File: config.mk
export PLATFORM = sky130hd
export DESIGN_NAME = sar_convert_ctrl
export DESIGN_NICKNAME = d
export VERILOG_FILES = /design/src/rtl/sar_pkg.sv /design/src/rtl/sar_start_ctl.sv /design/src/rtl/sar_trial_engine.sv /design/src/rtl/sar_out_fmt.sv /design/src/rtl/sar_convert_ctrl.sv
export SDC_FILE = /design/constraint.sdc
export NUM_CORES = 1
export LEC_CHECK = 0
export CAP_MARGIN = 25
export CORE_AREA = 2 2 77 61
export DETAILED_ROUTE_END_ITERATION = 10
export DIE_AREA = 0 0 79 63
export PLACE_DENSITY = 0.77
export SLEW_MARGIN = 20
export SYNTH_ARGS = -nofsm -noshare
export SYNTH_HDL_FRONTEND = slang
export SYNTH_SLANG_ARGS = --single-unit
File: constraint.sdc
create_clock -name clk -period 1.2 [get_ports clk]
set_input_delay 0.18 -clock clk [delete_from_list [all_inputs] [get_ports clk]]
set_output_delay 0.18 -clock clk [all_outputs]
set_load 0.03 [all_outputs]
File: src/rtl/sar_pkg.sv
package sar_pkg;

  typedef enum logic {
    SEQ_IDLE = 1'b0,
    SEQ_RUN  = 1'b1
  } seq_state_e;

  function automatic int unsigned clamp_u(input int unsigned val, input int unsigned hi);
    return (val > hi) ? hi : val;
  endfunction

endpackage

File: src/rtl/sar_start_ctl.sv
module sar_start_ctl #(
  parameter int WIDTH    = 16,
  parameter int MIN_RES  = 12,
  parameter int MIN_HIGH = 2,
  localparam int MAX_TRIM = WIDTH - MIN_RES,
  localparam int TRIM_W   = $clog2(MAX_TRIM + 1),
  localparam int IDX_W    = $clog2(WIDTH),
  localparam int CNT_W    = $clog2(MIN_HIGH + 1)
) (
  input  logic              clk,
  input  logic              rst_n,
  input  logic              convert,
  input  logic [TRIM_W-1:0] res_trim,
  output logic              rst_sync_n,
  output logic              start,
  output logic              hold,
  output logic [IDX_W-1:0]  stop_idx
);

  logic [1:0]       sync_q;
  logic [CNT_W-1:0] hi_cnt_q, hi_cnt_d;
  logic [IDX_W-1:0] stop_q, stop_d;
  logic             cnt_en, stop_en;

  // reset synchronizer: asserts at once, deasserts after two edges
  always_ff @(posedge clk or negedge rst_n) begin
    if (!rst_n) sync_q <= 2'b00;
    else        sync_q <= {sync_q[0], 1'b1};
  end
  assign rst_sync_n = sync_q[1];

  // count the edges on which convert is high, saturating at MIN_HIGH
  always_comb begin
    hi_cnt_d = hi_cnt_q;
    cnt_en   = 1'b0;
    if (convert) begin
      if (hi_cnt_q != CNT_W'(MIN_HIGH)) begin
        hi_cnt_d = hi_cnt_q + CNT_W'(1);
        cnt_en   = 1'b1;
      end
    end else if (hi_cnt_q != '0) begin
      hi_cnt_d = '0;
      cnt_en   = 1'b1;
    end
  end

  always_ff @(posedge clk or negedge rst_sync_n) begin
    if (!rst_sync_n)  hi_cnt_q <= '0;
    else if (cnt_en)  hi_cnt_q <= hi_cnt_d;
  end

  assign start = !convert && (hi_cnt_q == CNT_W'(MIN_HIGH));
  assign hold  = convert;

  // resolution latched on the starting edge
  always_comb begin
    stop_en = start;
    stop_d  = IDX_W'(sar_pkg::clamp_u(32'(res_trim), MAX_TRIM));
  end

  always_ff @(posedge clk or negedge rst_sync_n) begin
    if (!rst_sync_n)  stop_q <= '0;
    else if (stop_en) stop_q <= stop_d;
  end

  assign stop_idx = stop_q;

endmodule

File: src/rtl/sar_trial_engine.sv
module sar_trial_engine #(
  parameter int WIDTH     = 16,
  parameter int TRIAL_CYC = 4,
  localparam int IDX_W    = $clog2(WIDTH),
  localparam int PH_W     = $clog2(TRIAL_CYC)
) (
  input  logic             clk,
  input  logic             rst_sync_n,
  input  logic             start,
  input  logic             hold,
  input  logic [IDX_W-1:0] stop_idx,
  input  logic             comp_in,
  output logic [WIDTH-1:0] sar,
  output logic [WIDTH-1:0] dac_code,
  output logic             running,
  output logic             bit_stb,
  output logic             bit_val_n
);

  import sar_pkg::*;

  localparam logic [IDX_W-1:0] TOP_IDX = IDX_W'(WIDTH - 1);
  localparam logic [PH_W-1:0]  LAST_PH = PH_W'(TRIAL_CYC - 1);

  seq_state_e       state_q, state_d;
  logic [PH_W-1:0]  phase_q, phase_d;
  logic [IDX_W-1:0] idx_q, idx_d;
  logic [WIDTH-1:0] sar_q, sar_d;
  logic             ser_q, ser_d;
  logic             stb_q, stb_d;
  logic             reg_en;
  logic [WIDTH-1:0] trial_mask;

  assign trial_mask = {{(WIDTH-1){1'b0}}, 1'b1} << idx_q;

  always_comb begin
    state_d = state_q;
    phase_d = phase_q;
    idx_d   = idx_q;
    sar_d   = sar_q;
    ser_d   = ser_q;
    stb_d   = 1'b0;
    if (hold) begin
      state_d = SEQ_IDLE;
      phase_d = '0;
      idx_d   = TOP_IDX;
      sar_d   = '0;
      ser_d   = 1'b1;
    end else if (start) begin
      state_d = SEQ_RUN;
      phase_d = '0;
      idx_d   = TOP_IDX;
      sar_d   = '0;
    end else if (state_q == SEQ_RUN) begin
      if (phase_q == LAST_PH) begin
        sar_d[idx_q] = comp_in;
        ser_d        = ~comp_in;
        stb_d        = 1'b1;
        phase_d      = '0;
        if (idx_q == stop_idx) state_d = SEQ_IDLE;
        else                   idx_d   = idx_q - IDX_W'(1);
      end else begin
        phase_d = phase_q + PH_W'(1);
      end
    end
  end

  assign reg_en = hold || start || (state_q == SEQ_RUN) || stb_q;

  always_ff @(posedge clk or negedge rst_sync_n) begin
    if (!rst_sync_n) begin
      state_q <= SEQ_IDLE;
      phase_q <= '0;
      idx_q   <= TOP_IDX;
      sar_q   <= '0;
      ser_q   <= 1'b1;
      stb_q   <= 1'b0;
    end else if (reg_en) begin
      state_q <= state_d;
      phase_q <= phase_d;
      idx_q   <= idx_d;
      sar_q   <= sar_d;
      ser_q   <= ser_d;
      stb_q   <= stb_d;
    end
  end

  assign running   = (state_q == SEQ_RUN);
  assign sar       = sar_q;
  assign dac_code  = running ? (sar_q | trial_mask) : sar_q;
  assign bit_stb   = stb_q;
  assign bit_val_n = ser_q;

endmodule

File: src/rtl/sar_out_fmt.sv
module sar_out_fmt #(
  parameter int WIDTH = 16
) (
  input  logic [WIDTH-1:0] sar,
  input  logic             msb_flip,
  input  logic             running,
  input  logic             bit_stb,
  input  logic             bit_val_n,
  output logic [WIDTH-1:0] data_n,
  output logic             ser_data,
  output logic             ser_clk,
  output logic             status
);

  for (genvar i = 0; i < WIDTH; i++) begin : g_bit
    if (i == WIDTH - 1) begin : g_top
      assign data_n[i] = ~sar[i] ^ msb_flip;
    end else begin : g_low
      assign data_n[i] = ~sar[i];
    end
  end

  assign ser_data = bit_val_n;
  assign ser_clk  = bit_stb;
  // status covers the trials plus the cycle that carries the last serial bit
  assign status   = running | bit_stb;

endmodule

File: src/rtl/sar_convert_ctrl.sv
module sar_convert_ctrl #(
  parameter int WIDTH     = 16,
  parameter int MIN_RES   = 12,
  parameter int MIN_HIGH  = 2,
  parameter int TRIAL_CYC = 4,
  localparam int TRIM_W   = $clog2(WIDTH - MIN_RES + 1)
) (
  input  logic              clk,
  input  logic              rst_n,
  input  logic              convert,
  input  logic [TRIM_W-1:0] res_trim,
  input  logic              msb_flip,
  input  logic              comp_in,
  output logic [WIDTH-1:0]  dac_code,
  output logic [WIDTH-1:0]  data_n,
  output logic              ser_data,
  output logic              ser_clk,
  output logic              status
);

  localparam int IDX_W = $clog2(WIDTH);

  logic             rst_sync_n;
  logic             start, hold;
  logic [IDX_W-1:0] stop_idx;
  logic [WIDTH-1:0] sar;
  logic             running, bit_stb, bit_val_n;

  sar_start_ctl #(
    .WIDTH    (WIDTH),
    .MIN_RES  (MIN_RES),
    .MIN_HIGH (MIN_HIGH)
  ) u_start (
    .clk        (clk),
    .rst_n      (rst_n),
    .convert    (convert),
    .res_trim   (res_trim),
    .rst_sync_n (rst_sync_n),
    .start      (start),
    .hold       (hold),
    .stop_idx   (stop_idx)
  );

  sar_trial_engine #(
    .WIDTH     (WIDTH),
    .TRIAL_CYC (TRIAL_CYC)
  ) u_engine (
    .clk        (clk),
    .rst_sync_n (rst_sync_n),
    .start      (start),
    .hold       (hold),
    .stop_idx   (stop_idx),
    .comp_in    (comp_in),
    .sar        (sar),
    .dac_code   (dac_code),
    .running    (running),
    .bit_stb    (bit_stb),
    .bit_val_n  (bit_val_n)
  );

  sar_out_fmt #(
    .WIDTH (WIDTH)
  ) u_fmt (
    .sar       (sar),
    .msb_flip  (msb_flip),
    .running   (running),
    .bit_stb   (bit_stb),
    .bit_val_n (bit_val_n),
    .data_n    (data_n),
    .ser_data  (ser_data),
    .ser_clk   (ser_clk),
    .status    (status)
  );

endmodule

==> impl_results.md <==
* Status: finished with violations
* Failing checks: setup timing
* CP max FO at 4
* Buf+Inv Stages, Crit Path at 1
* Clock insertion delay at the later pin of the skew report at 0.28 ns
* Ports at 43
* CP max-delay cell: dfstp_2
* Worst vdd ir at 716 uV
* Largest net degree at the start of global routing at 31
* Row cnt at 21
* Final hold viol count at 0
* Htree depth at 2
* Nets at 312
* Leak Pwr at 1.41 nW
* Clock Tree Root: clkbuf_8
* GRT overflow at 0
* Total power at 3.34 mW
* All-layer global routing usage at 23.6%
* Synth Instances at 203
* First-pass GRT wire length at 9200 um
* Layer carrying the most global-route usage: met2
* Post-route DRC at 0
* Drt via density at 5.49
* Register bit total from synthesis at 32
* Routed len/inst at 17.3 um
* CP endpoint kind: output port
* IO Port Bufs at 42
* Worst-path clk slew at 0.06 ns
* Cell family with most CP delay: flip-flops
* Syn_nets at 219
* Bufs on Longest Clock Path at 2
* Clk sinks at 32
* ANT cells at 0
* Period utilisation layout at 144%
* DR pass1 iterations at 4
* Synth async-reset ratio at 100%
* Synth area leader: dfrtp_1
* Die height at 63 um
* Design area at 3350 um^2
* Yosys warnings at 0
* Fraction of layout cells with a size suffix above 1 at 60.6%
* Final setup viols at 41
* Met2 Track Usage GR at 37.9%
* Core ar. at 4260 um^2
* Top-area cell type share of the netlist area at 36.9%
* GR Util met3 at 4.34%
* Post-synthesis sequential area ratio at 44.1%
* Die ar. at 4980 um^2
* Vias in the first global route at 1889
* Clock period minus worst slack at 1.72 ns
* Final Util at 78.8%
* Initial antenna violation count at 0
* R2R Setup Slk at -0.42 ns
* Post-Syn Area at 1830 um^2
* Initial core utilization at 43.0%
* F_max at 0.580 GHz
* RSZ-0062 raised after global routing: true
* Final TNS setup at -14.67 ns
* Data required, critical path at 1.02 ns
* Num CTS Buffers at 5
* Synth top area cells: dfrtp_1, o21ai_0, dfstp_2, ha_1, inv_1
* Final wirelength at 6130 um
* Crit path arrival time at 1.54 ns
* CTS Hold Bufs at 0
* Area delta synth->final at 83.4%
* Final hold slack at 0.0503 ns
* Fill count at 232
* FF/Latch Area at 807 um^2
* EDFF count, synth at 0
* 1st-iter DRT viols at 130
* GPL Wtd Cong at 0.772
* Pwr Density at 995 nW/um^2
* Prevailing post-synth register cell: dfrtp_1
* CTS tree: yes
* Hold crit path type: input port to async pin
* Placed Area at 2770 um^2
* Area of the multi-input gates at 1410 um^2
* MaxCap Viol Count at 0
* Met1 Use GR at 32.6%
* Clock Skew at 0.00402 ns
* Synth Area per Inst at 9.01 um^2
* Post-synth cell types at 36
* Worst path max stage delay at 0.64 ns
* Via Count at 1944
* Crit Path Category: flop to output port
* Die Wd at 79 um
* Post-DRT Antenna Nets at 0
* Startpoint types: flop
* HPWL after detailed placement at 3460 um
* Final setup margin at -0.525 ns
* Worst-path cell chain: ha_4 -> nand2b_4 -> o21ai_4 -> buf_6
* Fin. max-slew vios at 0
==> kinds of logic after synthesis <==
logic type      Yosys count  synth area share (%)
compound gates           59                  18.1
simple gates             58                  17.3
buf+inv                  33                  8.07
flops                    32                  44.1
fa+ha+maj                 8                  5.47
mux                       7                  3.90
xor+xnor                  5                  2.80
other cells               1                 0.205
==> timing repair <==
action                                 CTS  global route
pin swaps                               46            31
gates cloned                             0             1
endpoints found under the hold margin    0             0
setup buffers                           13            13
setup endpoints to repair               43            47
gates resized for setup                 71            29
==> power breakdown <==
part	switching (mW)	internal, mW	leakage [nW]
registers	0.105	1.18	0.418
clock network	0.393	0.467	0.0455
logic	0.620	0.572	0.943
==> path summary, 6_finish.rpt <==
path / start / endpoint / depth (start not counted)
worst max-delay path: u_engine.idx_q[1] / dac_code[3] / 4
worst min-delay path: rst_n / u_start.sync_q[0] / 1
worst max register to register: u_engine.idx_q[2] / u_engine.idx_q[1] / 7
worst min register to register: u_start.sync_q[1] / u_engine.sar[5] / 1
max in group asynchronous: u_start.sync_q[1] / u_engine.bit_val_n / 1
min in group clk: u_start.sync_q[0] / u_start.sync_q[1] / 0
==> final cells by class <==
type | instances | share of cell area, %
Tap cell | 57 | 2.13
Timing Repair Buffer | 96 | 26.6
Multi-Input combinational cell | 139 | 41.9
Clock buffer | 8 | 2.69
Inverter | 22 | 2.61
Sequential cell | 32 | 24.1
==> routing by layer <==
metal / share of wire (%) / vias up / wire (um)
met1: 45 / 969 / 2760
li1: - / 885 / -
met5: 0 / - / 0
met4: 2.1 / 0 / 129
met2: 47 / 75 / 2910
met3: 5.5 / 15 / 336
==> synth_stat cells, drive strengths merged, types with 4 or more instances <==
library cell / count
a21oi: 16
buf: 10
dfrtp: 27
dfstp: 5
ha: 8
inv: 22
mux2i: 6
nand2: 8
nand2b: 8
nand3: 12
nand4: 9
nor2: 8
nor2b: 4
o21ai: 36
xnor2: 4
==> metrics by stage <==
step / std cells / worst slack (ns)
2_1_floorplan: 203 / -0.114
5_1_grt: 354 / -0.569
6_report: 354 / -0.525
3_3_place_gp: 321 / -0.220
3_5_place_dp: 321 / -0.253
4_1_cts: 342 / -0.461
==> cells in the final DEF (no fill, tap or decap), drive strengths merged, types with 8 or more instances in the layout <==
cell    count
nand3      12
clkbuf      8
dfrtp      27
nor2        8
nand4       9
nand2b      8
a21oi      16
nand2       8
inv        22
buf        89
ha          8
o21ai      36
==> flip-flops by register name, indices dropped and copies added, names as in the netlist <==
name / count
u_engine.phase_q: 2
u_start.sync_q: 2
u_engine.bit_val_n: 1
u_engine.running: 1
u_engine.bit_stb: 1
u_start.hi_cnt_q: 2
u_engine.idx_q: 4
u_start.stop_idx: 3
u_engine.sar: 16
No activity file was read; power rests on OpenSTA's default activity.
